File: src/rtl/tlb_pkg.sv
package tlb_pkg;
    localparam logic [1:0] RGN_SYS = 2'b10;

    typedef enum logic [1:0] {
        CMD_IDLE,
        CMD_FILL,
        CMD_PURGE,
        CMD_WIPE_ALL
    } tlb_cmd_e;
endpackage

File: src/rtl/tlb_ctrl.sv
module tlb_ctrl
    import tlb_pkg::*;
(
    input  logic flush,
    input  logic ctx_sw,
    input  logic wipe_mode,
    input  logic fill_en,
    input  logic fill_hit,
    output logic clr_all,
    output logic clr_local,
    output logic do_alloc,
    output logic do_update
);
    tlb_cmd_e cmd;

    always_comb begin
        if (flush)                       cmd = CMD_WIPE_ALL;
        else if (ctx_sw && wipe_mode)    cmd = CMD_PURGE;
        else if (fill_en)                cmd = CMD_FILL;
        else                             cmd = CMD_IDLE;
    end

    always_comb begin
        clr_all   = 1'b0;
        clr_local = 1'b0;
        do_alloc  = 1'b0;
        do_update = 1'b0;
        unique case (cmd)
            CMD_WIPE_ALL: clr_all   = 1'b1;
            CMD_PURGE:    clr_local = 1'b1;
            CMD_FILL: begin
                do_update = fill_hit;
                do_alloc  = !fill_hit;
            end
            CMD_IDLE: ;
            default: ;
        endcase
    end
endmodule

File: src/rtl/tlb_rr.sv
module tlb_rr #(
    parameter int N = 8,
    localparam int PW = (N > 1) ? $clog2(N) : 1
) (
    input  logic          clk,
    input  logic          rst_n,
    input  logic          step,
    output logic [PW-1:0] ptr
);
    always_ff @(posedge clk) begin
        if (!rst_n)
            ptr <= '0;
        else if (step)
            ptr <= (ptr == PW'(N - 1)) ? '0 : ptr + 1'b1;
    end
endmodule

File: src/rtl/tlb_slot.sv
module tlb_slot #(
    parameter int KEY_W = 23,
    parameter int PID_W = 6,
    parameter int PTE_W = 32
) (
    input  logic             clk,
    input  logic             rst_n,
    input  logic             clr_all,
    input  logic             clr_local,
    input  logic             wr,
    input  logic [KEY_W-1:0] wr_key,
    input  logic             wr_glob,
    input  logic [PTE_W-1:0] wr_pte,
    input  logic [PID_W-1:0] cur_pid,
    input  logic [KEY_W-1:0] lk_key,
    input  logic [KEY_W-1:0] fl_key,
    output logic             lk_match,
    output logic             fl_match,
    output logic [PTE_W-1:0] pte
);
    logic             vld;
    logic             glob;
    logic [KEY_W-1:0] key;
    logic [PID_W-1:0] pid;

    always_ff @(posedge clk) begin
        if (!rst_n) begin
            vld  <= 1'b0;
            glob <= 1'b0;
            key  <= '0;
            pid  <= '0;
            pte  <= '0;
        end else if (clr_all) begin
            vld <= 1'b0;
        end else if (clr_local && !glob) begin
            vld <= 1'b0;
        end else if (wr) begin
            vld  <= 1'b1;
            glob <= wr_glob;
            key  <= wr_key;
            pid  <= cur_pid;
            pte  <= wr_pte;
        end
    end

    logic owner_ok;
    assign owner_ok = glob || (pid == cur_pid);
    assign lk_match = vld && owner_ok && (key == lk_key);
    assign fl_match = vld && owner_ok && (key == fl_key);
endmodule

File: src/rtl/proc_tlb.sv
module proc_tlb
    import tlb_pkg::*;
#(
    parameter int ENTRIES = 8,
    parameter int VPN_W   = 21,
    parameter int PID_W   = 6,
    parameter int PTE_W   = 32,
    localparam int RGN_W  = 2,
    localparam int KEY_W  = RGN_W + VPN_W,
    localparam int PTR_W  = (ENTRIES > 1) ? $clog2(ENTRIES) : 1
) (
    input  logic             clk,
    input  logic             rst_n,
    input  logic             wipe_mode,
    input  logic [PID_W-1:0] cur_pid,
    input  logic             ctx_sw,
    input  logic             flush,
    input  logic [RGN_W-1:0] lk_region,
    input  logic [VPN_W-1:0] lk_vpn,
    output logic             lk_hit,
    output logic [PTE_W-1:0] lk_pte,
    input  logic             fill_en,
    input  logic [RGN_W-1:0] fill_region,
    input  logic [VPN_W-1:0] fill_vpn,
    input  logic [PTE_W-1:0] fill_pte
);
    logic [ENTRIES-1:0] lk_match;
    logic [ENTRIES-1:0] fl_match;
    logic [PTE_W-1:0]   slot_pte [ENTRIES];
    logic [PTR_W-1:0]   rr_ptr;
    logic               clr_all, clr_local, do_alloc, do_update;
    logic [KEY_W-1:0]   lk_key, fl_key;

    assign lk_key = {lk_region, lk_vpn};
    assign fl_key = {fill_region, fill_vpn};

    tlb_ctrl u_ctrl (
        .flush     (flush),
        .ctx_sw    (ctx_sw),
        .wipe_mode (wipe_mode),
        .fill_en   (fill_en),
        .fill_hit  (|fl_match),
        .clr_all   (clr_all),
        .clr_local (clr_local),
        .do_alloc  (do_alloc),
        .do_update (do_update)
    );

    tlb_rr #(.N(ENTRIES)) u_rr (
        .clk   (clk),
        .rst_n (rst_n),
        .step  (do_alloc),
        .ptr   (rr_ptr)
    );

    for (genvar g = 0; g < ENTRIES; g++) begin : g_slot
        logic wr;
        assign wr = (do_alloc && (rr_ptr == PTR_W'(g))) || (do_update && fl_match[g]);
        tlb_slot #(.KEY_W(KEY_W), .PID_W(PID_W), .PTE_W(PTE_W)) u_slot (
            .clk       (clk),
            .rst_n     (rst_n),
            .clr_all   (clr_all),
            .clr_local (clr_local),
            .wr        (wr),
            .wr_key    (fl_key),
            .wr_glob   (fill_region == RGN_SYS),
            .wr_pte    (fill_pte),
            .cur_pid   (cur_pid),
            .lk_key    (lk_key),
            .fl_key    (fl_key),
            .lk_match  (lk_match[g]),
            .fl_match  (fl_match[g]),
            .pte       (slot_pte[g])
        );
    end

    always_comb begin
        lk_pte = '0;
        for (int i = 0; i < ENTRIES; i++)
            if (lk_match[i]) lk_pte = lk_pte | slot_pte[i];
    end
    assign lk_hit = |lk_match;
endmodule

File: config.mk
export PLATFORM = sky130hd
export DESIGN_NAME = proc_tlb
export DESIGN_NICKNAME = d
export VERILOG_FILES = /design/src/rtl/tlb_pkg.sv /design/src/rtl/tlb_ctrl.sv /design/src/rtl/tlb_rr.sv /design/src/rtl/tlb_slot.sv /design/src/rtl/proc_tlb.sv
export SDC_FILE = /design/constraint.sdc
export NUM_CORES = 1
export LEC_CHECK = 0
export CORE_MARGIN = 5
export CORE_UTILIZATION = 50
export CTS_CLUSTER_SIZE = 10
export DETAILED_ROUTE_END_ITERATION = 10
export GPL_TIMING_DRIVEN = 0
export PLACE_DENSITY_LB_ADDON = 0.15
export SLEW_MARGIN = 20
export SYNTH_ARGS = -nofsm -noshare
export SYNTH_HDL_FRONTEND = slang
export SYNTH_SLANG_ARGS = --single-unit
File: constraint.sdc
create_clock -name clk -period 7.9 [get_ports clk]
set_input_delay 1.58 -clock clk [delete_from_list [all_inputs] [get_ports clk]]
set_output_delay 1.58 -clock clk [all_outputs]
set_load 0.005 [all_outputs]
=== Word-level counts from Yosys, hierarchy flattened ===
Index checks and enable logic that the tools add are counted.

* Multiplexer cells: 16
* Reduce and logical (&&, ||, !) cells: 93
* Equality and inequality tests: 35
* $add $sub $neg: 1
* Bitwise operators: 17

{| class="wikitable"
|+ Operator list
! operator !! number
|-
| $eq 23x23->1 || 16
|-
| $mux 32 || 8
|-
| $or 32x32->32 || 7
|-
| $logic_and 1x1->1 || 49
|-
| $eq 6x6->1 || 8
|-
| $reduce_and 3->1 || 8
|-
| $reduce_or 3->1 || 8
|-
| $logic_or 1x1->1 || 16
|-
| $reduce_or 8->1 || 2
|-
| $eq 3x3->1 const B || 4
|-
| $not 1->1 || 10
|-
| $logic_not 1->1 || 9
|-
| $eq 2x2->1 const B || 3
|-
| $eq 3x2->1 const B || 2
|-
| $mux 1 || 5
|-
| $mux 2 || 2
|-
| $add 3x1->3 const B || 1
|-
| $eq 3x1->1 const B || 1
|-
| $logic_not 3->1 || 1
|-
| $mux 3 || 1
|-
| $eq 2x1->1 const B || 1
|}

* Register bits after elaboration: 507
* Output and inout port bits: 33
* Input bits: 90
* Logic and storage cells: 203

=== Longest topological paths before layout ===
Gate-level depths: netlist (run 1).

* Word-level depth: 19
* Gate-level depth with buffers: 12

=== Cells and area by module ===
Synthesis (run 1) repeated with hierarchy kept, for this count alone.

* Cell total of the unflattened synthesis: 3,007
* Area, all modules: 25,801.0 um2

{| class="wikitable"
|+ By module, submodules not included
! module !! cells an instance !! area an instance (um2) !! instances !! seq. area each (um2)
|-
| tlb_slot || 346 || 3,011.6 || 8 || 1,261.2
|-
| proc_tlb || 221 || 1,526.5 || 1 || 0.0
|-
| tlb_rr || 13 || 147.6 || 1 || 60.1
|-
| tlb_ctrl || 5 || 33.8 || 1 || 0.0
|}

=== Least setup slack after synthesis (run 1) ===
OpenSTA, ideal clock, no wires.

* Kind: input to output
* From: input lk_vpn[2]
* To: output lk_pte[30]
* Path buffers: 3
* Data arrival time: 3,854 ps
* Slack: 2,466 ps
* Cell stages on the path: 9
* Required time: 6,320 ps
* Path through: clkbuf_1 -> xor2_1 -> nor4_1 -> nand4_1 -> nor4_1 -> clkbuf_1 -> buf_1 -> a22oi_1 -> nand3_1

* Cells in the longest elaborated chain, start to end: 17
* Elaborated cells between the ends (all ways): 31

{| class="wikitable"
|+ Ends and longest elaborated chain
! item !! line !! text
|-
| start, declared || proc_tlb.sv:19 || <nowiki>input logic [VPN_W-1:0] lk_vpn,</nowiki>
|-
| $eq 23x23->1 || tlb_slot.sv:48 || <nowiki>assign lk_match = vld && owner_ok && (key == lk_key);</nowiki>
|-
| $logic_and 1x1->1 || tlb_slot.sv:48 ||
|-
| $mux 32 || proc_tlb.sv:80 || <nowiki>if (lk_match[i]) lk_pte = lk_pte | slot_pte[i];</nowiki>
|-
| $or 32x32->32 || proc_tlb.sv:80 ||
|-
| $mux 32 || proc_tlb.sv:80 ||
|-
| $or 32x32->32 || proc_tlb.sv:80 ||
|-
| $mux 32 || proc_tlb.sv:80 ||
|-
| $or 32x32->32 || proc_tlb.sv:80 ||
|-
| $mux 32 || proc_tlb.sv:80 ||
|-
| $or 32x32->32 || proc_tlb.sv:80 ||
|-
| $mux 32 || proc_tlb.sv:80 ||
|-
| $or 32x32->32 || proc_tlb.sv:80 ||
|-
| $mux 32 || proc_tlb.sv:80 ||
|-
| $or 32x32->32 || proc_tlb.sv:80 ||
|-
| $mux 32 || proc_tlb.sv:80 ||
|-
| $or 32x32->32 || proc_tlb.sv:80 ||
|-
| $mux 32 (*) || proc_tlb.sv:80 ||
|-
| end, declared || proc_tlb.sv:21 || <nowiki>output logic [PTE_W-1:0] lk_pte,</nowiki>
|}

Every way passes the cells marked *; elsewhere a longest branch is shown, timed or not.

=== Worst setup path in the final report (run 1) ===
* From: input lk_vpn[17]
* To: output lk_pte[29]

Same word-level chain as after synthesis.

==> results of run 1 <==
## cells by family after synthesis
logic type,Yosys count,synth area share (%)
AO/OA/AOI/OAI,160,5.250
XOR/XNOR,416,14.64
adder cells (fa/ha/maj),6,0.3017
buffers and inverters,207,6.015
flip-flops,507,40.79
multiplexers,498,20.04
AND/OR/NAND/NOR,749,12.96
## synth_stat cells, types with 20 or more instances
cell | instances | area [um2]
a221oi_1 | 32 | 280.3
a22o_1 | 33 | 289.0
a22oi_1 | 68 | 510.5
buf_12 | 26 | 520.5
buf_4 | 38 | 285.3
buf_6 | 20 | 225.2
clkbuf_1 | 106 | 397.9
dfxtp_1 | 507 | 10150
mux2i_1 | 498 | 4985
nand2_1 | 561 | 2106
nand3_1 | 36 | 180.2
nand4_1 | 61 | 381.6
nor4_1 | 55 | 344.1
xnor2_1 | 214 | 1874
xor2_1 | 202 | 1769
## stage by stage
stage	setup WS, ns	power (mW)
floorplan	2.466	2.940
global placement	-1.243	3.125
detailed placement	-0.2752	3.129
CTS	0.01330	5.499
global route	0.03030	5.632
finish	-0.002364	5.506
## power breakdown
part           total, mW  internal (mW)  switching [mW]  leakage (nW)
combinational      0.489          0.155           0.334          6.15
clock               2.41           1.34            1.08         0.774
sequential          2.60           2.58          0.0213          4.09
## sequential cells by signal, indices dropped and copies added, names as in the netlist
signal / flops
g_slot.u_slot.pid: 48
g_slot.u_slot.key: 184
g_slot.u_slot.vld: 8
g_slot.u_slot.glob: 8
u_rr.ptr: 3
g_slot.u_slot.pte: 256
## worst max-delay path, delay by kind of cell
kind | cells | cell delay, ns
simple gates | 4 | 1.22
compound gates | 1 | 0.18
buf+inv | 5 | 3.18
xor+xnor | 1 | 0.14
## how the worst max path moves through the flow
stage                             to  slack (ns)  cells after the start
after floorplan           lk_pte[30]        2.47                      9
after global placement    lk_pte[30]       -1.24                     10
after detailed placement   lk_pte[3]       -0.28                     11
after CTS                 lk_pte[29]        0.01                     11
after global routing      lk_pte[29]        0.03                     11
final                     lk_pte[29]      -0.002                     11
## repair_timing
action | 4_1_cts | 5_1_grt
endpoints found under the setup margin | 16 | 10
pin swaps | 0 | 0
resized for setup | 14 | 6
setup buffers | 0 | 0
## layer usage
metal	wire length, um	GRT usage (%)	up-vias
li1	-	-	8948
met1	40180	47.40	10020
met2	39850	49.52	1160
met3	10460	8.898	258
met4	4404	14.68	0
met5	0	0	-
## final cells by class
class	instances	area share, %
Antenna cell	1	0.008892
Buffer	197	5.313
Clock buffer	67	5.384
Clock inverter	6	0.2579
Inverter	8	0.1067
Multi-Input combinational cell	1829	47.25
Sequential cell	507	36.07
Tap cell	664	2.952
Timing Repair Buffer	78	2.659
==> results.md, run 1 <==
- Status: finished, violations left
- Failing checks: setup timing
- Syn Nets: 2639
- Synthesized flop and latch total: 507
- Largest net degree at the start of global routing: 17
- Detail Route Antenna Nets: 0
- Pwr dens: 195.6 nW/um2
- Sink Count: 507
- Netlist Area Pre-Place: 24880 um2
- First-pass GRT wire length: 135200 um
- Crit-path slowest cell: clkdlybuf4s15_1
- Kind of critical path: in2out
- Initial antenna violation count: 1
- Final Cell Area: 28140 um2
- Chip Height: 233.1 um
- Worst Setup End Kind: primary output
- Hold Crit Endpoint: g_slot[6].u_slot.pte[22]$_SDFFE_PN0P_
- Hold Path Stages: 2
- Beginning of the worst hold path: g_slot[6].u_slot.pte[22]$_SDFFE_PN0P_
- Vias/cell: 6.073
- Number of port buffers: 70
- Gate count after technology mapping: 2543
- Congestion Overflow GR: 0
- Hold Buf Count CTS: 0
- Vias in the first global route: 20214
- Multi-input gate area: 13300 um2
- Final Skew: 0.02543 ns
- Area Growth Syn to Fin: 13.11%
- Leakage power: 11.01 nW
- DIE AREA: 54320 um2
- Final core utilization: 57.37%
- HPWL after DPL: 63870 um
- CP max FO: 10
- R2R Path Start: g_slot[7].u_slot.key[8]$_SDFFE_PN0P_
- Syn Area/Cell: 9.784 um2
- Fin cells: 3357
- Crit path launch type: input pin
- Area post-placement: 26520 um2
- I/O pins: 123
- Max cap viols: 0
- Setup WS post-layout: -0.002364 ns
- Fraction of layout cells with a size suffix above 1: 7.281%
- CP peak stage delay: 0.88 ns
- Max frequency: 126.5 MHz
- Ys Warns: 0
- Asr flop ratio synth: 0%
- Hold Slack: 0.4560 ns
- Die W: 233.1 um
- Critical path required time: 6.32 ns
- Tmin final: 7.902 ns
- CP cell instances: clkbuf_1 -> xor2_1 -> nor4_1 -> nand4_1 -> nor4_2 -> buf_2 -> clkbuf_1 -> clkdlybuf4s15_1 -> a22oi_1 -> nand3_1 -> clkdlybuf4s50_1
- Row count: 81
- Commonest non-fill, non-tap cell in the layout: nand2_1
- Relative slew slack: 23.14%
- Library cells used by synthesis: 36
- First-pass iteration count of the detailed router: 5
- Final setup TNS: -0.002364 ns
- Core ar.: 49050 um2
- Worst-margin pin slew: 1.153 ns
- Inserted Clock Buffers: 58
- Most frequent cells in the layout: nand2_1, dfxtp_1, mux2i_1, xnor2_1, xor2_1
- Reg2Reg Depth: 11
- Htree depth: 2
- Clock slew at reported path FFs: 0.05 ns
- CP arrival: 6.32 ns
- Final net count: 2775
- Fin. Hold Viols: 0
- Reg2reg setup slack: 4.47 ns
- Most used cell, CP: clkbuf_1
- RePlAce Congestion: 1.003
- Slew Limit Fails: 0
- Hold Path Class: reg2reg
- Reg area: 10150 um2
- GR Util All Layers: 33.93%
- DRC Markers: 0
- Root buffer cell: clkbuf_16
- Period utilisation layout: 100.0%
- Starting density of the core: 50.72%
- Clock Tree Buf Depth: 3
- RSZ-0062 raised after global routing: no
- Worst-Skew Late Latency: 0.63 ns
- Critical path origin: lk_vpn[17]
- DR WL/cell: 28.27 um
- Placed cell count: 3285
- CTS tree: done
- Ys flop type: dfxtp_1
- Seq/Total Area, Yosys: 40.79%
- Layout fillers: 4357
- RR Endpoint: g_slot[7].u_slot.key[1]$_SDFFE_PN0P_
- Initial DRC count: 2470
- Count of final setup violators: 1
- Vias: 20386
- Post-synth EDFFs: 0
- Overall routed net length: 94900 um
- Maximum VDD drop: 0.1677 mV
(Power assumes the default switching activity.)
==> inputs of run 2 (changes only) <==
--- a/config.mk
+++ b/config.mk
@@ -5,8 +5,11 @@
 export SDC_FILE = /design/constraint.sdc
 export NUM_CORES = 1
 export LEC_CHECK = 0
+export ABC_AREA = 1
+export CELL_PAD_IN_SITES_DETAIL_PLACEMENT = 2
+export CELL_PAD_IN_SITES_GLOBAL_PLACEMENT = 2
 export CORE_MARGIN = 5
-export CORE_UTILIZATION = 50
+export CORE_UTILIZATION = 37
 export CTS_CLUSTER_SIZE = 10
 export DETAILED_ROUTE_END_ITERATION = 10
 export GPL_TIMING_DRIVEN = 0
==> run 2 against run 1 <==
Compared with the run above:
- the run now ends clean
- global-route usage grew 1.6 points
- clock skew increased by 0.00062 ns
- power increased by 14%
- critical path type unchanged
- critical endpoint is now lk_pte[8]
==> results.md, run 2 <==
- Vias: 34242
- Hold Buf Count CTS: 0
- Commonest non-fill, non-tap cell in the layout: nand2_1
- Starting density of the core: 37.36%
- Pwr Total: 6.267 mW
- Mux cell area share after synthesis: 0%
- DR WL/cell: 27.15 um
- Slew Limit Fails: 0
- Sink Count: 507
- Area post-placement: 32420 um2
- Root buffer cell: clkbuf_16
- Post-synth EDFFs: 0
- Commonest cells post-synth: nand2_1, nor2_1, inv_1
- RePlAce Congestion: 0.9091
- Syn Nets: 4942
- Setup WS post-layout: 0.07516 ns
- Detail Route Antenna Nets: 0
- Fin. Hold Viols: 0
- Ys flop type: dfxtp_1
- Synth area leaders: dfxtp_1, nand2_1, nand3_1
- CP max FO: 10
- Count of final setup violators: 0
- Cell taking the most area after synthesis: dfxtp_1
- Max cap viols: 0
- Synth top area share: 33.08%
- Overall routed net length: 164800 um
- Final Skew: 0.02604 ns
- Area Growth Syn to Fin: 12.31%
- Post-synthesis simple-gate area fraction: 34.04%
- Congestion Overflow GR: 0
- Final Cell Area: 34460 um2
- Worst-Skew Late Latency: 0.63 ns
- Critical path required time: 6.32 ns
- Max frequency: 127.8 MHz
- Die W: 297.9 um
- I/O pins: 123
- Pwr dens: 181.9 nW/um2
- RSZ-0062 raised after global routing: no
- Synthesized flop and latch total: 507
- Status: finished, final reports clean
- DRC Markers: 0
- Number of port buffers: 37
- Initial DRC count: 2574
- Clock slew at reported path FFs: 0.06 ns
- Row count: 105
- CTS tree: done
- Most frequent cells in the layout: nand2_1, nor2_1, inv_1, nand3_1, dfxtp_1
- Final setup TNS: 0 ns
- Asr flop ratio synth: 0%
- First-pass iteration count of the detailed router: 6
- Crit path launch type: input pin
- Count leader, synth: nand2_1
- Worst slack at placement: -0.1813 ns
- Relative slew slack: 15.32%
- Hold Path Class: reg2reg
- Initial antenna violation count: 9
- Gate count after technology mapping: 4846
- Worst-margin pin slew: 1.270 ns
- Leakage power: 16.52 nW
- Period utilisation layout: 99.05%
- Ys Warns: 0
- Vias in the first global route: 36507
- Library cells used by synthesis: 33
- Compound-Gate Fraction of Synth Area: 12.30%
- GR Util All Layers: 35.53%
- Syn Area/Cell: 6.331 um2
- Fraction of layout cells with a size suffix above 1: 8.253%
- Register name with the most flops: g_slot.u_slot.pte
- Xor/xnor share of the synthesized area: 5.938%
- Chip Height: 297.9 um
- Core ar.: 82110 um2
- Largest family of logic cells by synthesized area: simple AND/OR/NAND/NOR gates
- Final net count: 5049
- Vias/cell: 5.641
- CP arrival: 6.24 ns
- HPWL after DPL: 118400 um
- Tmin final: 7.825 ns
- Biggest regs: g_slot.u_slot.pte: 256 flops, g_slot.u_slot.key: 184 flops, g_slot.u_slot.pid: 48 flops
- Worst Setup End Kind: primary output
- Netlist Area Pre-Place: 30680 um2
- Kind of critical path: in2out
- Clock Tree Buf Depth: 3
- Maximum VDD drop: 0.1575 mV
- Largest net degree at the start of global routing: 11
- Inserted Clock Buffers: 67
- DIE AREA: 88770 um2
- Htree depth: 3
- Seq/Total Area, Yosys: 33.08%
- Adder-Cell Fraction of Synth Area: 0.2447%
- First-pass GRT wire length: 239300 um
- Max reg flops: 256
run 2: cell types whose count changed in the layout (fill, tap and decap cells not counted), moves of 80 or more:
cell,before,now
inv_1,8,553
a21oi_2,0,80
xnor2_1,214,93
clkbuf_1,97,203
nand2_1,561,1129
buf_2,8,94
a21oi_1,3,453
nor2_1,5,707
xor2_1,202,115
mux2i_1,498,0
nand3_1,36,549
o22ai_1,0,103
run 2: cell families after synthesis:
kind of cell               count (synthesis)
AOI/OAI and AO/OA                        667
xor gates and xnor gates                 208
adders and majority gates                  6
buffers and inverters                    974
DFF                                      507
and+or+nand+nor                         2484
run 2: power by group:
group	internal, mW	switching [mW]
Sequential	2.61	0.0288
Clock	1.68	1.29
Combinational	0.179	0.483
Total	4.47	1.80
run 2: layer usage:
| layer | track usage [%] | vias up | part of all wire (%) |
|---|---|---|---|
| met2 | 59.15 | 1104 | 46 |
| met4 | 20.23 | 4 | 6.8 |
| met3 | 5.141 | 396 | 5.8 |
| met5 | 0 | - | 0.016 |
| met1 | 44.05 | 17319 | 41 |
| li1 | - | 15419 | - |
run 2: layout make-up:
cell class	instances	area [um2]
clock buffers	99	1927
well taps	1070	1339
clock inverters	9	82.58
fillers	10279	47650
repair buffers	38	397.9
plain buffers	401	2273
multi-input cells	3365	16120
diodes	8	20.02
flip-flops and latches	507	10150
inverters	573	2151
run 2: final timing paths:
path	cells after the start	slack, ns	from	end
max	15	0.08	lk_vpn[7]	lk_pte[8]
min	2	0.48	g_slot[4].u_slot.vld$_SDFFE_PP0P_	g_slot[4].u_slot.vld$_SDFFE_PP0P_
max reg2reg	15	3.88	g_slot[0].u_slot.key[22]$_SDFFE_PN0P_	g_slot[0].u_slot.key[0]$_SDFFE_PN0P_
min reg2reg	2	0.48	g_slot[4].u_slot.vld$_SDFFE_PP0P_	g_slot[4].u_slot.vld$_SDFFE_PP0P_
run 2: critical path, cell delays in order:
cell	delay, ns
clkbuf_1	0.57
inv_1	0.44
nand2_1	0.16
nand3_1	0.10
nor4_1	0.27
nand2_1	0.28
nor2_1	0.32
nand2_1	0.37
clkinv_1	0.58
clkbuf_2	0.53
nand2_1	0.16
o21ai_0	0.15
nor2_1	0.08
nand2_1	0.11
clkdlybuf4s50_1	0.52
run 2: timing repair:
action | 4_1_cts | 5_1_grt
setup buffers | 0 | 0
resized for setup | 1 | 0
setup endpoints to repair | 10 | 0
run 2: stage by stage:
stage	utilization, %	instances	hold WS [ns]
after CTS	41.94	6062	0.4843
after detailed placement	39.49	5954	0.4657
after global routing	41.94	6064	0.5181
after global placement	39.44	5953	0.4522
final	41.96	6070	0.4841
after floorplan	-	4846	0.4348
